$ cat config.mk
export PLATFORM = sky130hd
export DESIGN_NAME = haar_pr_chain
export DESIGN_NICKNAME = d
export VERILOG_FILES = /design/src/rtl/haar_pr_pkg.sv /design/src/rtl/haar_frame_ctrl.sv /design/src/rtl/haar_analysis.sv /design/src/rtl/haar_synthesis.sv /design/src/rtl/haar_pr_chain.sv
export SDC_FILE = /design/constraint.sdc
export NUM_CORES = 1
export LEC_CHECK = 0
export BUFFER_PORTS_ARGS = -buffer_cell sky130_fd_sc_hd__buf_2
export CORE_MARGIN = 5
export CORE_UTILIZATION = 35
export DETAILED_ROUTE_END_ITERATION = 10
export PLACE_DENSITY = 0.58
export SYNTH_ARGS = -nofsm -noshare
export SYNTH_HDL_FRONTEND = slang
export SYNTH_SLANG_ARGS = --single-unit
$ cat constraint.sdc
create_clock -name clk -period 3.15 [get_ports clk]
set_clock_uncertainty 0.1 [all_clocks]
set_input_delay 0.4725 -clock clk [delete_from_list [all_inputs] [get_ports clk]]
set_output_delay 0.4725 -clock clk [all_outputs]
set_load 0.05 [all_outputs]
$ cat src/rtl/haar_pr_pkg.sv
package haar_pr_pkg;

    typedef enum logic [1:0] {
        ST_IDLE = 2'd0,
        ST_EVEN = 2'd1,
        ST_ODD  = 2'd2
    } hpr_state_e;

    localparam int unsigned HPR_LATENCY = 3;

endpackage

$ cat src/rtl/haar_frame_ctrl.sv
module haar_frame_ctrl #(
    parameter int unsigned FRAME_LEN = 64
) (
    input  logic clk,
    input  logic rst_n,
    input  logic ce,
    input  logic frame_start,
    output logic take_even,
    output logic take_odd,
    output logic orphan,
    output logic start_acc
);
    import haar_pr_pkg::*;

    localparam int unsigned CNT_W = $clog2(FRAME_LEN + 1);
    localparam logic [CNT_W-1:0] CNT_FULL = CNT_W'(FRAME_LEN);
    localparam logic [CNT_W-1:0] CNT_ONE  = CNT_W'(1);

    hpr_state_e       st_q, st_d;
    logic [CNT_W-1:0] cnt_q, cnt_d;

    // state register
    always_ff @(posedge clk or negedge rst_n) begin
        if (!rst_n) begin
            st_q  <= ST_IDLE;
            cnt_q <= '0;
        end else begin
            st_q  <= st_d;
            cnt_q <= cnt_d;
        end
    end

    // transitions and outputs
    always_comb begin
        st_d      = st_q;
        cnt_d     = cnt_q;
        take_even = 1'b0;
        take_odd  = 1'b0;
        orphan    = 1'b0;
        start_acc = 1'b0;
        if (ce) begin
            unique case (st_q)
                ST_IDLE: begin
                    if (frame_start) begin           // START
                        take_even = 1'b1;
                        start_acc = 1'b1;
                        cnt_d     = CNT_ONE;
                        st_d      = ST_ODD;
                    end
                end
                ST_EVEN: begin
                    if (frame_start) begin           // START
                        take_even = 1'b1;
                        start_acc = 1'b1;
                        cnt_d     = CNT_ONE;
                        st_d      = ST_ODD;
                    end else if (cnt_q == CNT_FULL) begin // FRAME_DONE
                        cnt_d = '0;
                        st_d  = ST_IDLE;
                    end else begin                   // PAIR_OPEN
                        take_even = 1'b1;
                        cnt_d     = cnt_q + CNT_ONE;
                        st_d      = ST_ODD;
                    end
                end
                ST_ODD: begin
                    if (frame_start) begin           // RESYNC
                        orphan    = 1'b1;
                        take_even = 1'b1;
                        start_acc = 1'b1;
                        cnt_d     = CNT_ONE;
                        st_d      = ST_ODD;
                    end else begin                   // PAIR_CLOSE
                        take_odd = 1'b1;
                        cnt_d    = cnt_q + CNT_ONE;
                        st_d     = ST_EVEN;
                    end
                end
                default: begin
                    cnt_d = '0;
                    st_d  = ST_IDLE;
                end
            endcase
        end
    end

endmodule

$ cat src/rtl/haar_analysis.sv
module haar_analysis #(
    parameter int unsigned DATA_W = 12
) (
    input  logic                     clk,
    input  logic                     rst_n,
    input  logic                     ce,
    input  logic                     take_even,
    input  logic                     take_odd,
    input  logic signed [DATA_W-1:0] x,
    output logic signed [DATA_W:0]   approx,
    output logic signed [DATA_W:0]   detail,
    output logic                     pair_vld
);
    logic signed [DATA_W-1:0] hold_q;
    logic signed [DATA_W:0]   hold_x, x_x;

    assign hold_x = $signed({hold_q[DATA_W-1], hold_q});
    assign x_x    = $signed({x[DATA_W-1], x});

    always_ff @(posedge clk or negedge rst_n) begin
        if (!rst_n) begin
            hold_q   <= '0;
            approx   <= '0;
            detail   <= '0;
            pair_vld <= 1'b0;
        end else if (ce) begin
            pair_vld <= take_odd;
            if (take_even) begin
                hold_q <= x;
            end
            if (take_odd) begin
                approx <= hold_x + x_x;   // low-pass branch, decimated
                detail <= hold_x - x_x;   // high-pass branch, decimated
            end
        end
    end

endmodule

$ cat src/rtl/haar_synthesis.sv
module haar_synthesis #(
    parameter int unsigned DATA_W = 12
) (
    input  logic                     clk,
    input  logic                     rst_n,
    input  logic                     ce,
    input  logic                     pair_vld,
    input  logic signed [DATA_W:0]   approx,
    input  logic signed [DATA_W:0]   detail,
    output logic signed [DATA_W-1:0] y
);
    localparam int unsigned EW = DATA_W + 2;
    localparam logic signed [EW-1:0] MAXV = {3'b000, {(DATA_W-1){1'b1}}};
    localparam logic signed [EW-1:0] MINV = {3'b111, {(DATA_W-1){1'b0}}};

    logic signed [EW-1:0]     a_x, d_x, sum_w, dif_w, ev_w, od_w;
    logic signed [DATA_W-1:0] odd_q;

    function automatic logic signed [DATA_W-1:0] clip(input logic signed [EW-1:0] v);
        if (v > MAXV)      return MAXV[DATA_W-1:0];
        else if (v < MINV) return MINV[DATA_W-1:0];
        else               return v[DATA_W-1:0];
    endfunction

    always_comb begin
        a_x   = $signed({approx[DATA_W], approx});
        d_x   = $signed({detail[DATA_W], detail});
        sum_w = a_x + d_x;
        dif_w = a_x - d_x;
        ev_w  = sum_w >>> 1;
        od_w  = dif_w >>> 1;
    end

    // upsample and add: even result first, odd result on the next enabled cycle
    always_ff @(posedge clk or negedge rst_n) begin
        if (!rst_n) begin
            y     <= '0;
            odd_q <= '0;
        end else if (ce) begin
            if (pair_vld) begin
                y     <= clip(ev_w);
                odd_q <= clip(od_w);
            end else begin
                y     <= odd_q;
                odd_q <= '0;
            end
        end
    end

endmodule

$ cat src/rtl/haar_pr_chain.sv
module haar_pr_chain #(
    parameter int unsigned DATA_W    = 12,
    parameter int unsigned FRAME_LEN = 64
) (
    input  logic                     clk,
    input  logic                     rst_n,
    input  logic                     ce,
    input  logic                     frame_start,
    input  logic signed [DATA_W-1:0] in_data,
    output logic signed [DATA_W-1:0] out_data,
    output logic                     out_valid,
    output logic                     out_start
);
    import haar_pr_pkg::*;

    localparam int unsigned DEPTH = HPR_LATENCY;

    logic                   take_even, take_odd, orphan, start_acc;
    logic signed [DATA_W:0] approx, detail;
    logic                   pair_vld;
    logic [DEPTH-1:0]       vld_q, sta_q;

    haar_frame_ctrl #(.FRAME_LEN(FRAME_LEN)) u_ctrl (
        .clk        (clk),
        .rst_n      (rst_n),
        .ce         (ce),
        .frame_start(frame_start),
        .take_even  (take_even),
        .take_odd   (take_odd),
        .orphan     (orphan),
        .start_acc  (start_acc)
    );

    haar_analysis #(.DATA_W(DATA_W)) u_ana (
        .clk      (clk),
        .rst_n    (rst_n),
        .ce       (ce),
        .take_even(take_even),
        .take_odd (take_odd),
        .x        (in_data),
        .approx   (approx),
        .detail   (detail),
        .pair_vld (pair_vld)
    );

    haar_synthesis #(.DATA_W(DATA_W)) u_syn (
        .clk     (clk),
        .rst_n   (rst_n),
        .ce      (ce),
        .pair_vld(pair_vld),
        .approx  (approx),
        .detail  (detail),
        .y       (out_data)
    );

    // sideband delay line; stage 1 drops an orphaned sample's markers
    always_ff @(posedge clk or negedge rst_n) begin
        if (!rst_n) begin
            vld_q <= '0;
            sta_q <= '0;
        end else if (ce) begin
            vld_q[0] <= take_even | take_odd;
            sta_q[0] <= start_acc;
            vld_q[1] <= vld_q[0] & ~orphan;
            sta_q[1] <= sta_q[0] & ~orphan;
        end
    end

    for (genvar g = 2; g < DEPTH; g++) begin : g_tail
        always_ff @(posedge clk or negedge rst_n) begin
            if (!rst_n) begin
                vld_q[g] <= 1'b0;
                sta_q[g] <= 1'b0;
            end else if (ce) begin
                vld_q[g] <= vld_q[g-1];
                sta_q[g] <= sta_q[g-1];
            end
        end
    end

    assign out_valid = vld_q[DEPTH-1];
    assign out_start = sta_q[DEPTH-1];

endmodule

Word level (Yosys, flattened, before mapping)

Cells that the tools add are included.

Bits in latches: 0
Bits in writable memories: 0
Output and inout bits: 14
Flip-flop bits (word level): 78
Memories: 0
Bits in read-only memories: 0

Equality and inequality tests: 4
Multipliers: 0
Multiplexer cells: 27
Shift-type cells: 0
$lt $le $gt $ge: 4
$add $sub $neg: 5
Divide/modulo/power cells: 0
Reductions and logical operators: 6
Bitwise operators: 4

Operators with widths:

| operator                                                                        | number |
|---|---|
| 12-bit 2-to-1 mux                                                               | 6 |
| 7-bit 2-to-1 mux                                                                | 4 |
| 13-bit by 12-bit > comparator with 1-bit output (second input constant)         | 2 |
| 13-bit by 12-bit less-than comparator with 1-bit output (second input constant) | 2 |
| 7-bit case mux with 3 select lines                                              | 1 |
| 13-bit by 13-bit adder with 14-bit output                                       | 1 |
| 13-bit by 13-bit subtractor with 14-bit output                                  | 1 |
| 12-bit by 12-bit adder with 13-bit output                                       | 1 |
| 12-bit by 12-bit subtractor with 13-bit output                                  | 1 |
| 1-bit 2-to-1 mux                                                                | 10 |
| 2-bit 2-to-1 mux                                                                | 4 |
| 7-bit by 1-bit adder with 7-bit output (second input constant)                  | 1 |
| 7-bit == test (second input constant)                                           | 1 |
| 2-bit case mux with 3 select lines                                              | 1 |
| 2-bit AND reduction                                                             | 3 |
| 3-bit OR reduction                                                              | 1 |
| 1-bit bitwise AND                                                               | 2 |
| 2-bit by 1-bit == test with 1-bit output (second input constant)                | 1 |
| 2-bit == test (second input constant)                                           | 1 |
| 2-bit zero test                                                                 | 1 |
| 2-bit inequality test (second input constant)                                   | 1 |
| 1-bit case mux with 2 select lines                                              | 1 |
| 2-bit OR reduction                                                              | 1 |
| 1-bit NOT                                                                       | 1 |
| 1-bit bitwise OR                                                                | 1 |

Depth between registers and ports, before layout

Gate-level depths: netlist of the first run.

Depth in word-level cells: 6
Depth in mapped cells: 11
Mapped depth without buffers: 10

By module

A second synthesis of the first run with hierarchy kept.

Cells, all modules: 698
Area total of the unflattened synthesis: 6,050.8 µm²

Modules (own cells, without submodules):

| module          | seq. area each (µm²) | area an instance (µm²) | cells an instance | times used |
|---|---|---|---|---|
| haar_analysis   | 950.9                | 2,625.0                | 297               | 1 |
| haar_synthesis  | 600.6                | 2,615.0                | 317               | 1 |
| haar_frame_ctrl | 225.2                | 559.3                  | 65                | 1 |
| haar_pr_chain   | 150.1                | 251.5                  | 19                | 1 |

Worst setup path after synthesis of the first run

OpenSTA, ideal clock, no wires.

Path type: register -> register
From: register u_ana.approx[1]
To: register u_syn.y[10]
Data arrival time: 2.594 ns
Setup slack: 0.362 ns
Library setup time: 0.094 ns
Stages on the path, launching flop included: 11
Period minus slack after synthesis: 2.788 ns
Required time: 2.956 ns
Cells stage by stage: dfrtp_1 > inv_1 > fa_1 > nor2_1 > o2111ai_2 > a2111oi_2 > o41ai_2 > xnor2_1 > buf_6 > maj3_2 > a221oi_2

Longest elaborated chain between the ends: 5
Elaborated cells between the ends (all ways): 6
Classes of those cells: 1 x add/sub; 2 x order compare; 3 x mux

RTL lines:

| element                                                 | line                 | text |
|---|---|---|
| start: declaration                                      | haar_analysis.sv:10  | `output logic signed [DATA_W:0] approx,` |
| start signal: assignment                                | haar_analysis.sv:32  | `approx <= hold_x + x_x;` |
| 13-bit by 13-bit adder with 14-bit output *             | haar_synthesis.sv:28 | `sum_w = a_x + d_x;` |
| 13-bit by 12-bit less-than comparator with 1-bit output | haar_synthesis.sv:21 | `else if (v < MINV) return MINV[DATA_W-1:0];` |
| 12-bit 2-to-1 mux                                       | haar_synthesis.sv:21 |  |
| 12-bit 2-to-1 mux *                                     | haar_synthesis.sv:20 | `if (v > MAXV) return MAXV[DATA_W-1:0];` |
| 12-bit 2-to-1 mux *                                     | haar_synthesis.sv:40 | `if (pair_vld) begin` |
| end signal: assignment                                  | haar_synthesis.sv:41 | `y <= clip(ev_w);` |
| end signal: assignment                                  | haar_synthesis.sv:44 | `y <= odd_q;` |
| end: declaration                                        | haar_synthesis.sv:10 | `output logic signed [DATA_W-1:0] y` |

Every way passes the cells marked *; elsewhere a longest branch is shown, timed or not.
A chain may end at the register's enable or synchronous reset.

Worst setup path after layout of the first run

From: register u_ana.detail[1]
To: register u_syn.y[4]

Longest elaborated chain between the ends: 5
Elaborated cells between the ends (all ways): 6
Classes of those cells: 1 x add/sub; 2 x order compare; 3 x mux

RTL lines:

| element                                                 | line                 | text |
|---|---|---|
| start: declaration                                      | haar_analysis.sv:11  | `output logic signed [DATA_W:0] detail,` |
| start signal: assignment                                | haar_analysis.sv:33  | `detail <= hold_x - x_x;` |
| 13-bit by 13-bit adder with 14-bit output *             | haar_synthesis.sv:28 |  |
| 13-bit by 12-bit less-than comparator with 1-bit output | haar_synthesis.sv:21 |  |
| 12-bit 2-to-1 mux                                       | haar_synthesis.sv:21 |  |
| 12-bit 2-to-1 mux *                                     | haar_synthesis.sv:20 |  |
| 12-bit 2-to-1 mux *                                     | haar_synthesis.sv:40 |  |

Marked as above.

==> run_results.csv, run 1 <==
group,metric,value,unit
global_routing,antenna_found_initial,0,
global_routing,grt_pass1_vias,4630,
synthesis,postSynthAreaPerCell,8.630,um2
finish,drive_gt1_frac,0.1279,
timing,tns,0,ns
clock_tree,cts_buffers,9,
placement,dp.cells,897,
clock_tree,cts_sinks,77,
synthesis,syn-cell-area,0.005730,mm2
timing,layout_setup_ws,0.1955,ns
timing,timing.slew.headroom,0.3462,
route,drt_iter0_drc,238,
placement,dp_slack,0.07210,ns
synthesis,yosysWarnings,0,
die,die_y,138.0,um
timing,hold_slack,0.1897,ns
die,io_pins,30,
timing,layout_worst_path_cycle_share,0.9380,
placement,place_hpwl,9735,um
critical_path,reg2reg_to,"u_syn.y[4]$_DFFE_PN0P_",
die,die_w,138.0,um
timing,final-setup-viol-count,0,
synthesis,synth-edff-count,0,
critical_path,rr_startpoint,"u_ana.detail[1]$_DFFE_PN0P_",
route,routedWlPerCell,14.13,um
power,p_per_area,1205,mW/mm2
global_routing,overflow,0,
global_routing,grt_use_total,0.1451,
synthesis,synthArstFlopShare,1.000,
global_routing,grt_first_pass_wirelength,22000,um
critical_path,crit_fanout,5,
finish,stdcell_area,0.006507,mm2
route,m1WireLength,6463,um
finish,antenna_cells,0,
clock_tree,hold_buffers,0,
placement,port_buffers,29,
placement,gp_congestion,0.8301,
timing,fmax,0.3385,GHz
die,dieArea,0.01903,mm2
route,met3_length,444,um
critical_path,critPathRequiredTime,3.29,ns
finish,multi_input_area,0.003387,mm2
route,vias_per_cell,5.089,
finish,num-fill-cells,1662,
clock_tree,cts_buffer_depth,2,
synthesis,synthTopCellsByArea,"dfrtp_1, ha_1, o21ai_0",
route,antenna_left,0,
synthesis,syn_inst,664,
power,power,7.839,mW
finish,instances_no_fill,912,
critical_path,end_kind,"register",
route,firstDrtPassIters,4,
run_status,status,"finished clean",
timing,layout_min_cycle_time,2.955,ns
finish,nNetsFinal,762,
power,power_leakage,2.966,nW
finish,final_util,0.4067,
clock_tree,worst_skew_pair.late_latency,0.34,ns
global_routing,grt_start_max_net_pins,78,
synthesis,synth_cell_type_count,66,
timing,final_hold_viol_count,0,
clock_tree,cts-root-buf,"clkbuf_16",
die,core_area,0.01600,mm2
placement,place_area,0.006125,mm2
route,route.met2.wl,5772,um
critical_path,reg2regPathDepth,10,
timing,rsz0062_at_grt,"no",
flow_run,max_cap_violations,0,
synthesis,synth-main-ff-cell,"dfrtp_1",
power,ir_drop,0.4796,mV
timing,tightest_slew,0.9807,ns
synthesis,synth_seq_area_share,0.3362,
route,vias,4641,
clock_tree,cts_max_level,3,
route,top_layer_used,"met4",
clock_tree,cts_tree,"built",
clock_tree,clk_pin_slew,0.06,ns
critical_path,worstSetupStartpointType,"register",
worst_hold_path,hold_class,"in2async",
synthesis,syn-num-nets,734,
critical_path,path_class,"reg2reg",
finish,area_delta_synth_final,13.56,%
route,routed_wl,12880,um
timing,maxSlewViolCount,0,
synthesis,synth_seq_cells,77,
route,drc,0,
critical_path,rrSetupSlack,0.20,ns
synthesis,yosys.area.top_type,"dfrtp_1",
finish,register_area,0.001927,mm2
critical_path,worstPathArrival,3.10,ns
die,rows,46,
synthesis,yosys.area.top_type_share,0.3362,
die,initial_core_util,0.3581,
[layout make-up]
class,instances,area share
Sequential cell,77,0.2961
Clock buffer,11,0.03730
Clock inverter,4,0.01846
Inverter,64,0.03692
Timing Repair Buffer,52,0.04922
Multi-Input combinational cell,488,0.5205
Tap cell,216,0.04153
[power by group]
group	total (mW)	switching, mW	leakage, nW	internal, mW
clock network	1.28	0.406	0.176	0.872
registers	1.58	0.249	0.974	1.33
logic	4.98	2.87	1.82	2.11
[Yosys cell counts (all sizes together) (7+ instances only)]
cell and count:
a21oi 39, a221oi 7, buf 15, clkbuf 19, dfrtp 77, ha 50, inv 62, maj3 18
nand2 60, nand2b 12, nand3 14, nor2 53, nor2b 10, nor3 12, o211ai 7, o21ai 67
o31ai 14, xnor2 28
[cells by family after synthesis]
kind of cell    share of synthesized area
xor+xnor                          0.05197
buf+inv                           0.07620
simple gates                       0.1537
other cells                     0.0006544
mux                               0.01135
flops                              0.3362
compound gates                     0.2142
fa+ha+maj                          0.1557
[worst max-delay path by stage]
stage,start,endpoint,slack [ns]
2_1_floorplan,u_ana.approx[1]$_DFFE_PN0P_,u_syn.y[10]$_DFFE_PN0P_,0.36
3_3_place_gp,u_ana.detail[0]$_DFFE_PN0P_,u_syn.y[0]$_DFFE_PN0P_,0.14
3_5_place_dp,u_ana.detail[0]$_DFFE_PN0P_,u_syn.y[4]$_DFFE_PN0P_,0.07
4_1_cts,u_ana.detail[0]$_DFFE_PN0P_,u_syn.y[4]$_DFFE_PN0P_,0.03
5_1_grt,u_ana.detail[1]$_DFFE_PN0P_,u_syn.y[4]$_DFFE_PN0P_,0.05
6_report,u_ana.detail[1]$_DFFE_PN0P_,u_syn.y[4]$_DFFE_PN0P_,0.20
[worst max-delay path: stages (launching register included)]
cell and delay [ns]:
dfrtp_1 0.37, inv_1 0.11, fa_1 0.41, nor2_1 0.20, o2111ai_2 0.21, a2111oi_4 0.38, o41ai_2 0.15, xnor2_2 0.21
buf_4 0.19, maj3_2 0.29, a221oi_2 0.24
[placed cells by master (no fill, tap or decap), drive strengths merged, types with 11 or more instances in the layout]
| master | instances |
|---|---|
| nand2b | 12 |
| buf | 52 |
| maj3 | 18 |
| clkbuf | 11 |
| o21ai | 67 |
| ha | 50 |
| dfrtp | 77 |
| nand3 | 14 |
| xnor2 | 28 |
| inv | 62 |
| nor2 | 53 |
| nand2 | 60 |
| nor3 | 12 |
| a21oi | 39 |
| o31ai | 14 |
[sequential cells by signal (all words and copies together) (netlist names)]
name / count
u_ana.pair_vld: 1
u_ana.hold_q: 12
u_syn.odd_q: 12
vld_q: 2
u_ctrl.cnt_q: 7
u_ana.detail: 13
sta_q: 2
out_valid: 1
out_start: 1
u_ana.approx: 12
u_syn.y: 12
u_ctrl.st_q: 2
[per-layer routing]
layer / GRT usage / vias up
met5: 0 / -
met4: 0.05324 / 0
met3: 0.03084 / 15
met2: 0.2286 / 73
met1: 0.1965 / 2185
li1: - / 2368
[repair_timing]
item,4_1_cts,5_1_grt
endpoints found under the hold margin,0,0
gates resized for setup,0,3
buffers inserted,0,0
setup endpoints to repair,0,11
(Power assumes the default switching activity.)
==> run 2, diff against run 1 <==
--- a/config.mk
+++ b/config.mk
@@ -7,9 +7,9 @@
 export LEC_CHECK = 0
 export BUFFER_PORTS_ARGS = -buffer_cell sky130_fd_sc_hd__buf_2
 export CORE_MARGIN = 5
-export CORE_UTILIZATION = 35
+export CORE_UTILIZATION = 62
 export DETAILED_ROUTE_END_ITERATION = 10
-export PLACE_DENSITY = 0.58
+export PLACE_DENSITY = 0.88
 export SYNTH_ARGS = -nofsm -noshare
 export SYNTH_HDL_FRONTEND = slang
 export SYNTH_SLANG_ARGS = --single-unit
==> run_results.csv, run 2 (synthesized netlist as in run 1, its figures left out) <==
group,metric,value,unit
die,dieArea,0.01127,mm2
run_status,status,"finished clean",
finish,largest_reg_flops,13,
timing,final_hold_viol_count,0,
global_routing,grt_start_max_net_pins,78,
route,antenna_left,0,
timing,layout_worst_path_cycle_share,0.9457,
timing,tightest_slew,1.051,ns
power,ir_drop,0.4616,mV
route,drc,0,
clock_tree,cts_buffer_depth,2,
timing,layout_min_cycle_time,2.979,ns
finish,antenna_cells,0,
die,initial_core_util,0.6291,
placement,port_buffers,29,
timing,final-setup-viol-count,0,
route,met3_length,643,um
timing,hold_slack,0.1705,ns
finish,final_common_cell,"dfrtp_1",
power,p_per_area,1170,mW/mm2
die,core_area,0.009109,mm2
route,routedWlPerCell,14.98,um
finish,top_register,"u_ana.detail",
critical_path,crit_fanout,9,
critical_path,path_class,"reg2reg",
global_routing,grt_pass1_vias,4595,
die,die_y,106.1,um
global_routing,grt_use_total,0.2218,
route,firstDrtPassIters,5,
critical_path,critPathRequiredTime,3.28,ns
clock_tree,cts_buffers,9,
critical_path,end_kind,"register",
finish,layout_common_cells,"dfrtp_1, o21ai_0, inv_1",
timing,timing.slew.headroom,0.2965,
finish,area_delta_synth_final,8.079,%
global_routing,grt_first_pass_wirelength,20870,um
die,io_pins,30,
critical_path,worstPathArrival,3.11,ns
finish,final_util,0.6799,
route,vias,4750,
global_routing,antenna_found_initial,0,
timing,rsz0062_at_grt,"no",
placement,gp_congestion,0.9004,
route,top_layer_used,"met4",
route,routed_wl,12030,um
finish,nNetsFinal,757,
flow_run,max_cap_violations,0,
clock_tree,cts-root-buf,"clkbuf_8",
power,power_leakage,2.868,nW
finish,drive_gt1_frac,0.1272,
die,rows,35,
clock_tree,hold_buffers,0,
route,drt_iter0_drc,266,
global_routing,overflow,0,
clock_tree,cts_sinks,77,
clock_tree,clk_pin_slew,0.08,ns
timing,fmax,0.3357,GHz
clock_tree,cts_tree,"built",
die,die_w,106.1,um
route,vias_per_cell,5.915,
worst_hold_path,hold_class,"in2async",
timing,maxSlewViolCount,0,
route,route.met2.wl,5548,um
clock_tree,cts_max_level,3,
critical_path,worstSetupStartpointType,"register",
clock_tree,worst_skew_pair.late_latency,0.35,ns
route,m1WireLength,5524,um
placement,place_hpwl,8979,um
==> run 2: cell types whose count changed in the layout (fill, tap and decap cells not counted), moves of 2 or more <==
| cell | change |
|---|---|
| buf_4 | -6 |
| bufinv_16 | -3 |
| clkbuf_16 | -9 |
| clkbuf_8 | +8 |
| clkinv_4 | +3 |
| clkinvlp_4 | +2 |
==> run 2: area by class of cell <==
type | count | area (um2)
clock inverter | 7 | 76.32
timing repair buffer | 46 | 275.3
tap | 111 | 138.9
fill | 732 | 2915
multi-input combinational | 489 | 3412
sequential | 77 | 1927
clock buffer | 9 | 123.9
inverter | 64 | 240.2
==> run 2: per-layer routing <==
| metal | GRT usage | up-vias |
|---|---|---|
| li1 | - | 2356 |
| met1 | 0.2984 | 2209 |
| met2 | 0.3615 | 156 |
| met3 | 0.03157 | 29 |
| met4 | 0.08696 | 0 |
| met5 | 0 | - |
==> run 2: path summary, 6_finish.rpt <==
path | from | cells past startpoint | endpoint | slack [ns]
max | u_ana.approx[1]$_DFFE_PN0P_ | 10 | u_syn.odd_q[3]$_DFFE_PN0P_ | 0.17
min | rst_n | 1 | u_syn.y[4]$_DFFE_PN0P_ | 0.17
max reg2reg | u_ana.approx[1]$_DFFE_PN0P_ | 10 | u_syn.odd_q[3]$_DFFE_PN0P_ | 0.17
min reg2reg | u_syn.odd_q[8]$_DFFE_PN0P_ | 2 | u_syn.odd_q[8]$_DFFE_PN0P_ | 0.40
max in group asynchronous | rst_n | 1 | u_ana.hold_q[7]$_DFFE_PN0P_ | 2.17
min in group clk | in_data[0] | 2 | u_ana.hold_q[0]$_DFFE_PN0P_ | 0.29
==> run 2: per-stage QoR <==
| step | power (mW) | instance area (um2) | std cells | setup TNS, ns | setup WS [ns] |
|---|---|---|---|---|---|
| final | 7.247 | 6193 | 803 | 0 | 0.1709 |
| after CTS | 7.091 | 6133 | 799 | 0 | 0.01841 |
| after global routing | 7.865 | 6193 | 803 | 0 | 0.0002800 |
| after floorplan | 5.329 | 5731 | 664 | 0 | 0.3623 |
| after detailed placement | 6.311 | 5926 | 783 | -2.913 | -0.3571 |
| after global placement | 6.142 | 5926 | 783 | -1.406 | -0.2013 |
==> run 2: report_power, final <==
| part | leakage (nW) | switching [mW] | internal [mW] |
|---|---|---|---|
| sequential | 0.974 | 0.244 | 1.33 |
| combinational | 1.80 | 2.88 | 2.05 |
| clock | 0.0954 | 0.378 | 0.368 |
| total | 2.87 | 3.50 | 3.75 |
==> run 2: timing repair <==
item                                    in CTS  in global routing
buffers inserted                             0                  3
cloned                                       0                  1
pin swaps                                    0                  3
resized for setup                            1                  5
endpoints found under the hold margin        0                  0
endpoints found under the setup margin      11                 11
==> run 2: critical path, cell delays in order (launching register included) <==
cell and delay [ns]:
dfrtp_1 0.38, buf_4 0.16, fa_1 0.49, a21o_1 0.22
o21ai_0 0.33, a31oi_1 0.18, a31oi_1 0.23, xor2_1 0.09
buf_4 0.18, and2_1 0.19, o311ai_0 0.32
==> run 3, diff against run 2 <==
--- a/config.mk
+++ b/config.mk
@@ -6,6 +6,7 @@
 export NUM_CORES = 1
 export LEC_CHECK = 0
 export BUFFER_PORTS_ARGS = -buffer_cell sky130_fd_sc_hd__buf_2
+export CORE_ASPECT_RATIO = 1.5
 export CORE_MARGIN = 5
 export CORE_UTILIZATION = 62
 export DETAILED_ROUTE_END_ITERATION = 10
==> run_results.csv, run 3 (synthesized netlist as in run 1, its figures left out) <==
group,metric,value,unit
clock_tree,hold_buffers,0,
placement,place_hpwl,9724,um
clock_tree,cts_buffers,9,
finish,num-fill-cells,735,
timing,timing.slew.headroom,0.3013,
placement,place_area,0.005949,mm2
power,power_leakage,2.911,nW
timing,tns,0,ns
global_routing,met1_usage,0.2630,
finish,drive_gt1_frac,0.1272,
power,ir_drop,0.7150,mV
timing,layout_worst_path_cycle_share,0.9584,
clock_tree,cts_sinks,77,
placement,gp_congestion,0.9267,
clock_tree,clk_pin_slew,0.06,ns
flow_run,max_cap_violations,0,
placement,dp.cells,787,
critical_path,rrSetupSlack,0.13,ns
global_routing,grt_first_pass_wirelength,22040,um
route,antenna_left,0,
clock_tree,worst_skew_pair.late_latency,0.35,ns
critical_path,path_class,"reg2reg",
timing,final-setup-viol-count,0,
clock_tree,cts_max_level,3,
die,dieArea,0.01130,mm2
finish,top_register,"u_ana.detail",
global_routing,overflow,0,
timing,tightest_slew,1.044,ns
route,routedWlPerCell,16.16,um
timing,final_hold_viol_count,0,
finish,layout_common_cells,"dfrtp_1, o21ai_0, inv_1",
route,routed_wl,13000,um
critical_path,worstSetupStartpointType,"register",
critical_path,crit_fanout,5,
route,drt_iter0_drc,316,
clock_tree,cts_buffer_depth,2,
timing,fmax,0.3312,GHz
critical_path,critPathRequiredTime,3.24,ns
power,p_per_area,1207,mW/mm2
global_routing,grtUsageMet2,0.4570,
power,power,7.586,mW
finish,area_delta_synth_final,9.716,%
finish,nNetsFinal,758,
run_status,status,"finished clean",
global_routing,antenna_found_initial,0,
finish,stdcell_area,0.006287,mm2
timing,layout_min_cycle_time,3.019,ns
die,initial_core_util,0.6265,
finish,final_util,0.6874,
finish,final_common_cell,"dfrtp_1",
die,die_w,88.50,um
die,die_y,127.7,um
global_routing,grt_use_total,0.2444,
finish,antenna_cells,0,
clock_tree,cts_tree,"built",
finish,largest_reg_flops,13,
finish,register_area,0.001927,mm2
global_routing,globalRoute.busiestLayer,"met2",
finish,multi_input_area,0.003407,mm2
route,vias_per_cell,5.989,
route,firstDrtPassIters,5,
die,core_area,0.009146,mm2
global_routing,grt_start_max_net_pins,78,
clock_tree,cts-root-buf,"clkbuf_16",
global_routing,grt_use_met3,0.04244,
global_routing,grt_pass1_vias,4886,
timing,rsz0062_at_grt,"no",
critical_path,worstPathArrival,3.10,ns
timing,maxSlewViolCount,0,
die,io_pins,30,
route,vias,4815,
placement,port_buffers,29,
finish,instances_no_fill,804,
die,rows,43,
critical_path,end_kind,"register",
worst_hold_path,hold_class,"in2async",
route,drc,0,
## run 3: final timing paths
kind | from | to | depth (start not counted)
min | rst_n | u_ctrl.cnt_q[4]$_DFFE_PN0P_ | 1
min reg2reg | u_ana.detail[7]$_DFFE_PN0P_ | u_ana.detail[7]$_DFFE_PN0P_ | 2
max reg2reg | u_ana.detail[1]$_DFFE_PN0P_ | u_syn.y[0]$_DFFE_PN0P_ | 9
max in group asynchronous | rst_n | u_ana.approx[10]$_DFFE_PN0P_ | 1
min in group clk | in_data[0] | u_ana.hold_q[0]$_DFFE_PN0P_ | 2
max | u_ana.detail[1]$_DFFE_PN0P_ | u_syn.y[0]$_DFFE_PN0P_ | 9
## run 3: per-stage QoR
stage | hold slack (ns) | worst slack, ns
detailed placement | 0.3787 | -0.3095
CTS | 0.2140 | 0.02397
floorplan | 0.07691 | 0.3623
global route | 0.2827 | 0.004000
finish | 0.1861 | 0.1309
global placement | 0.3539 | -0.2306
## run 3: what timing repair did
action | 4_1_cts | 5_1_grt
hold endpoints to repair | 0 | 0
buffers inserted | 0 | 1
cloned | 0 | 1
pin swaps | 0 | 2
gates resized for setup | 2 | 5
setup endpoints to repair | 11 | 15
## run 3: layout make-up
class	count	share of cell area
clock buffers	9	0.03582
clock inverters	6	0.01035
inverters	64	0.03821
multi-input cells	489	0.5419
flip-flops and latches	77	0.3065
well taps	112	0.02229
repair buffers	47	0.04498
## run 3: worst max-delay path, cell delays in order, from the launching register on
cell	delay [ns]
dfrtp_1	0.38
inv_1	0.11
fa_1	0.42
nor2_2	0.17
o2111ai_2	0.22
a2111oi_4	0.39
o41ai_2	0.17
xnor2_1	0.50
maj3_2	0.33
a21oi_1	0.06
## run 3: power by group
group,switching [mW],internal (mW)
Sequential,0.256,1.33
Clock,0.406,0.608
Combinational,2.94,2.05
## run 3: layer usage
| layer | wire length (um) | share of wire |
|---|---|---|
| met2 | 7046 | 0.54 |
| met4 | 314 | 0.024 |
| met3 | 554 | 0.043 |
| met5 | 0 | 0 |
| met1 | 5080 | 0.39 |
